`src/rtl/canStuffPkg.sv`:
```
package canStuffPkg;

  // Strobes from the control module to the output registers.
  typedef struct packed {
    logic txLoad;     // transmit strobe this clock
    logic txIsStuff;  // transmit slot carries a stuff bit
    logic txBit;      // value to drive on the line
    logic rxLoad;     // receive strobe this clock
    logic rxPass;     // receive slot carries data
    logic rxBit;      // received value
    logic rxErr;      // sixth equal bit where a stuff bit was due
  } stuffStrobes_t;

endpackage

```
`src/rtl/canRunTrack.sv`:
```
module canRunTrack #(
  parameter int RUN_LEN = 5
) (
  input  logic clk,
  input  logic rstN,
  input  logic step,
  input  logic sof,
  input  logic bitVal,
  input  logic region,
  input  logic isStuff,
  output logic runFull,
  output logic lastBit,
  output logic lastRegion
);

  localparam int CNT_W = $clog2(RUN_LEN + 1);
  localparam logic [CNT_W-1:0] RUN_MAX = CNT_W'(RUN_LEN);
  localparam logic [CNT_W-1:0] RUN_ONE = CNT_W'(1);

  logic [CNT_W-1:0] runCnt;

  always_ff @(posedge clk or negedge rstN) begin
    if (!rstN) begin
      runCnt     <= '0;
      lastBit    <= 1'b1;
      lastRegion <= 1'b0;
    end else if (step) begin
      if (isStuff) begin
        // The stuff bit opens a new run; the region flag of the data bit is kept.
        runCnt  <= RUN_ONE;
        lastBit <= bitVal;
      end else begin
        lastBit    <= bitVal;
        lastRegion <= region;
        if (sof || !region || (bitVal != lastBit)) begin
          runCnt <= RUN_ONE;
        end else if (runCnt != RUN_MAX) begin
          runCnt <= runCnt + RUN_ONE;
        end
      end
    end
  end

  assign runFull = (runCnt == RUN_MAX);

  // once a stuff bit is taken, the run is no longer full.
  p_run_restart_r3: assert property (@(posedge clk) disable iff (!rstN)
    (step && isStuff) |=> !runFull);

endmodule

```
`src/rtl/canStuffCtrl.sv`:
```
module canStuffCtrl
  import canStuffPkg::*;
#(
  parameter int RUN_LEN = 5
) (
  input  logic          clk,
  input  logic          rstN,
  input  logic          bitEn,
  input  logic          txIn,
  input  logic          txSof,
  input  logic          txRegion,
  input  logic          rxIn,
  input  logic          rxSof,
  input  logic          rxRegion,
  output stuffStrobes_t strobes
);

  localparam int LANES = 2;  // lane 0 transmit, lane 1 receive
  localparam int TXL   = 0;
  localparam int RXL   = 1;

  logic [LANES-1:0] laneSof, laneBit, laneRegion, laneStuff;
  logic [LANES-1:0] laneFull, laneLast, laneLastRegion;

  logic txStuffNow;
  logic rxExpectStuff;

  // A stuff slot is due when the previous bit was in the region and closed a full run.
  assign txStuffNow    = laneFull[TXL] && laneLastRegion[TXL] && !txSof;
  assign rxExpectStuff = laneFull[RXL] && laneLastRegion[RXL] && !rxSof;

  always_comb begin
    laneSof[TXL]    = txSof;
    laneRegion[TXL] = txRegion;
    laneStuff[TXL]  = txStuffNow;
    laneBit[TXL]    = txStuffNow ? ~laneLast[TXL] : txIn;

    laneSof[RXL]    = rxSof;
    laneRegion[RXL] = rxRegion;
    laneStuff[RXL]  = rxExpectStuff;
    laneBit[RXL]    = rxIn;
  end

  for (genvar g = 0; g < LANES; g++) begin : g_lane
    canRunTrack #(.RUN_LEN(RUN_LEN)) u_track (
      .clk        (clk),
      .rstN       (rstN),
      .step       (bitEn),
      .sof        (laneSof[g]),
      .bitVal     (laneBit[g]),
      .region     (laneRegion[g]),
      .isStuff    (laneStuff[g]),
      .runFull    (laneFull[g]),
      .lastBit    (laneLast[g]),
      .lastRegion (laneLastRegion[g])
    );
  end

  always_comb begin
    strobes.txLoad    = bitEn;
    strobes.txIsStuff = txStuffNow;
    strobes.txBit     = laneBit[TXL];
    strobes.rxLoad    = bitEn;
    strobes.rxPass    = !rxExpectStuff;
    strobes.rxBit     = rxIn;
    strobes.rxErr     = rxExpectStuff && (rxIn == laneLast[RXL]);
  end

endmodule

```
`src/rtl/canStuffPath.sv`:
```
module canStuffPath
  import canStuffPkg::*;
(
  input  logic          clk,
  input  logic          rstN,
  input  stuffStrobes_t strobes,
  output logic          txOut,
  output logic          txStall,
  output logic          rxData,
  output logic          rxValid,
  output logic          rxStuffErr
);

  always_ff @(posedge clk or negedge rstN) begin
    if (!rstN) begin
      txOut      <= 1'b1;
      txStall    <= 1'b0;
      rxData     <= 1'b1;
      rxValid    <= 1'b0;
      rxStuffErr <= 1'b0;
    end else begin
      rxValid    <= 1'b0;
      rxStuffErr <= 1'b0;
      if (strobes.txLoad) begin
        txOut   <= strobes.txBit;
        txStall <= strobes.txIsStuff;
      end
      if (strobes.rxLoad) begin
        rxValid    <= strobes.rxPass;
        rxStuffErr <= strobes.rxErr;
        if (strobes.rxPass) begin
          rxData <= strobes.rxBit;
        end
      end
    end
  end

  // a stuff slot inverts the line relative to the bit before it.
  p_stuff_flips_r2: assert property (@(posedge clk) disable iff (!rstN)
    (strobes.txLoad && strobes.txIsStuff) |=> (txStall && (txOut != $past(txOut))));

  // two stuff bits never follow each other.
  p_no_double_stuff_r3: assert property (@(posedge clk) disable iff (!rstN)
    (strobes.txLoad && txStall) |=> !txStall);

  // an errored slot never carries data.
  p_err_drops_r7: assert property (@(posedge clk) disable iff (!rstN)
    rxStuffErr |-> !rxValid);

  // the error indication is a single-clock pulse.
  p_err_pulse_r8: assert property (@(posedge clk) disable iff (!rstN)
    rxStuffErr |=> !rxStuffErr);

endmodule

```
`src/rtl/canBitStuff.sv`:
```
module canBitStuff
  import canStuffPkg::*;
#(
  parameter int RUN_LEN = 5
) (
  input  logic clk,
  input  logic rstN,
  input  logic bitEn,
  input  logic txIn,
  input  logic txSof,
  input  logic txRegion,
  output logic txOut,
  output logic txStall,
  input  logic rxIn,
  input  logic rxSof,
  input  logic rxRegion,
  output logic rxData,
  output logic rxValid,
  output logic rxStuffErr
);

  stuffStrobes_t strobes;

  canStuffCtrl #(.RUN_LEN(RUN_LEN)) u_ctrl (
    .clk      (clk),
    .rstN     (rstN),
    .bitEn    (bitEn),
    .txIn     (txIn),
    .txSof    (txSof),
    .txRegion (txRegion),
    .rxIn     (rxIn),
    .rxSof    (rxSof),
    .rxRegion (rxRegion),
    .strobes  (strobes)
  );

  canStuffPath u_path (
    .clk        (clk),
    .rstN       (rstN),
    .strobes    (strobes),
    .txOut      (txOut),
    .txStall    (txStall),
    .rxData     (rxData),
    .rxValid    (rxValid),
    .rxStuffErr (rxStuffErr)
  );

endmodule

```
`config.mk`:
```
export PLATFORM = sky130hd
export DESIGN_NAME = canBitStuff
export DESIGN_NICKNAME = d
export VERILOG_FILES = /design/src/rtl/canStuffPkg.sv /design/src/rtl/canRunTrack.sv /design/src/rtl/canStuffCtrl.sv /design/src/rtl/canStuffPath.sv /design/src/rtl/canBitStuff.sv
export SDC_FILE = /design/constraint.sdc
export NUM_CORES = 1
export LEC_CHECK = 0
export BUFFER_PORTS_ARGS = -buffer_cell sky130_fd_sc_hd__buf_4
export CORE_ASPECT_RATIO = 1.25
export CORE_MARGIN = 3
export CORE_UTILIZATION = 50
export DETAILED_ROUTE_END_ITERATION = 12
export HOLD_SLACK_MARGIN = 0.02
export PLACE_DENSITY = 0.72
export SETUP_SLACK_MARGIN = 0.02
export SYNTH_ARGS = -nofsm -noshare
export SYNTH_HDL_FRONTEND = slang
export SYNTH_HIERARCHICAL = 1
export SYNTH_SLANG_ARGS = --single-unit
export TNS_END_PERCENT = 5
```
`constraint.sdc`:
```
create_clock -name clk -period 3.7 [get_ports clk]
set_input_delay 0.74 -clock clk [delete_from_list [all_inputs] [get_ports clk]]
set_output_delay 0.74 -clock clk [all_outputs]
set_load 0.01 [all_outputs]
```
==> impl_metrics.env <==
export IMPL_start_kind="register"
export IMPL_hold_path_class="input port to async pin"
export IMPL_synth_seq_area_share_pct=45.9
export IMPL_rows=15
export IMPL_drive_above_1_share_pct=31.0
export IMPL_synth_nets=87
export IMPL_ys_warn_count=6
export IMPL_drt_vias_per_instance=5.29
export IMPL_dpl_cell_count=100
export IMPL_maxCapViolations=0
export IMPL_fin_cells=104
export IMPL_fill_cells=127
export IMPL_n_antenna_cell=0
export IMPL_final_common_cell="buf_4"
export IMPL_io_pins=14
export IMPL_grt_pass1_wl_um=2710
export IMPL_clock_fmax_mhz=527
export IMPL_crit_type="register to register"
export IMPL_netlist_top_cells_area="dfrtp_1 33%, dfstp_2 13%, ha_1 6.0%"
export IMPL_die_h_um=51.5
export IMPL_cts_tree="built"
export IMPL_finalWorstSetupSlack_ns=1.80
export IMPL_ff2ff_path_depth=8
export IMPL_synth_top_area_share_pct=33.2
export IMPL_cts_max_level=1
export IMPL_timing_rr_start="u_ctrl/g_lane[0].u_track/runCnt[0]$_DFFE_PN0P_"
export IMPL_cp_end_kind="register"
export IMPL_final_cell_mix="13 x buf_4, 11 x inv_1, 11 x dfrtp_1"
export IMPL_cts_hold_buffers=0
export IMPL_post_cts_repair_setup_buffers=0
export IMPL_synthCells=74
export IMPL_r2r_end="u_ctrl/g_lane[0].u_track/runCnt[1]$_DFFE_PN0P_"
export IMPL_clock_sinks=15
export IMPL_dr_pass1_iters=4
export IMPL_grt_pass1_vias=621
export IMPL_rsz0062_at_grt="false"
export IMPL_fin_crit_sh_pct=51.3
export IMPL_power_total_uw=343
export IMPL_slew_viol_final=0
export IMPL_finalWirelength_um=1430
export IMPL_drc_errors=0
export IMPL_io_buffers=13
export IMPL_relSlewSlack_pct=82.5
export IMPL_cts_root_buf="clkbuf_4"
export IMPL_gp_congestion=0.728
export IMPL_avgSynthCellArea_um2=11.2
export IMPL_die_area_um2=2190
export IMPL_synth_cell_types=24
export IMPL_fin_tns_setup_ns=0
export IMPL_grt_usage_pct=16.3
export IMPL_clk_pin_slew_worst_paths_ns=0.09
export IMPL_status="complete, no violations"
export IMPL_grt_max_degree=17
export IMPL_netlist_area_um2=830
export IMPL_holdWs_ns=0.300
export IMPL_fp_coreArea_um2=1460
export IMPL_hold_violations=0
export IMPL_finalCriticalPeriod_ns=1.90
export IMPL_antenna_left=0
export IMPL_wl_per_cell_um=13.7
export IMPL_reg2reg_slack_ns=1.80
export IMPL_antenna_found_initial=0
export IMPL_ir_drop_mv=0.252
export IMPL_setup_violations=0
export IMPL_cp_data_required_time_ns=3.87
export IMPL_tightestPinTransition_ns=0.255
export IMPL_start_util_pct=56.7
export IMPL_fin_nets=101
export IMPL_post_cts_resized=0
export IMPL_cts_path_max_buffers=2
export IMPL_cp_max_fo=3
export IMPL_synth_top_area_cell="dfrtp_1"
export IMPL_numCtsBuffers=3
export IMPL_first_iter_violations=4
export IMPL_crit_start="u_ctrl/g_lane[0].u_track/runCnt[0]$_DFFE_PN0P_"
export IMPL_skew_ns=0.00556
export IMPL_clock_latency_ns=0.27
export IMPL_power_density_nw_per_um2=363
export IMPL_synth_seq_cells=15
export IMPL_vias=550
export IMPL_grt_ovfl_total=0
export IMPL_dpl_hpwl_um=1130
export IMPL_area_growth_pct=13.9
export IMPL_arrival_ns=2.06
export IMPL_preCtsSetupSlack_ns=1.72
export IMPL_p_leak_uw=0.000504
export IMPL_die_width_um=42.4
-- cells by family after synthesis --
kind of cell | Yosys count | share of synthesized area, %
compound gates | 10 | 8.15
mux | 8 | 10.9
simple gates | 19 | 17.3
xor+xnor | 3 | 3.17
flops | 15 | 45.9
fa+ha+maj | 4 | 6.03
buf+inv | 15 | 8.60
-- how the worst max path moves through the flow --
stage	end	slack [ns]	cells past startpoint
after floorplan	u_ctrl/g_lane[0].u_track/runCnt[1]$_DFFE_PN0P_	1.94	5
after global placement	u_ctrl/g_lane[0].u_track/runCnt[1]$_DFFE_PN0P_	1.78	6
after detailed placement	u_ctrl/g_lane[0].u_track/runCnt[1]$_DFFE_PN0P_	1.72	6
after CTS	u_ctrl/g_lane[0].u_track/runCnt[1]$_DFFE_PN0P_	1.79	8
after global routing	u_ctrl/g_lane[0].u_track/runCnt[1]$_DFFE_PN0P_	1.61	9
final	u_ctrl/g_lane[0].u_track/runCnt[1]$_DFFE_PN0P_	1.80	8
-- state kept, by name, summed over array words and instances, names as in the netlist --
signal	cells
u_ctrl/g_lane.u_track/runCnt	6
u_ctrl/g_lane.u_track/lastBit	2
u_ctrl/g_lane.u_track/lastRegion	2
u_path/rxData	1
u_path/rxStuffErr	1
u_path/rxValid	1
u_path/txOut	1
u_path/txStall	1
-- Yosys cell counts --
cell,instances
nor3b_2,2
nand3_1,2
mux2_2,2
a41o_1,2
mux2_1,2
nand3b_4,1
and2_1,1
nor2_1,1
inv_1,11
nand3b_1,5
mux2_4,1
and4_1,2
and2_4,1
xor2_1,1
dfstp_2,4
ha_1,4
dfrtp_1,11
a21oi_1,4
nand2_1,4
xnor2_1,2
a22o_1,2
o21ai_0,2
buf_4,4
mux2i_1,3
-- report_power, final --
part	switching, µW	internal [µW]
Sequential	10.7	180
Clock	47.4	41.7
Combinational	30.4	32.7
Total	88.4	255
-- metal layers --
metal	routed length [µm]	track usage, %	vias up
met2	767	29.7	10
met5	0	0	-
met3	59	4.50	2
li1	-	-	274
met4	12	4.66	0
met1	587	18.4	264
-- stage by stage --
stage	util [%]	cell area, µm²
detailed placement	62.7	918
finish	64.5	945
global placement	62.7	918
floorplan	-	830
CTS	64.5	945
global route	64.5	945
-- cell type report --
type / count / area [µm²] / share of cell area [%]
tap: 17 / 21.3 / 2.25
inverter: 11 / 41.3 / 4.37
multi-input combinational: 44 / 378 / 40.0
sequential: 15 / 380 / 40.3
clock buffer: 4 / 26.3 / 2.78
timing repair buffer: 13 / 97.6 / 10.3
-- critical path, stage by stage (launching register included) --
cell,delay [ns]
dfrtp_1,0.42
ha_1,0.25
nand2_1,0.10
inv_1,0.07
nand3b_4,0.08
mux2i_1,0.28
xnor2_1,0.14
and4_1,0.22
a22o_1,0.24
No activity file was read; power rests on OpenSTA's default activity.
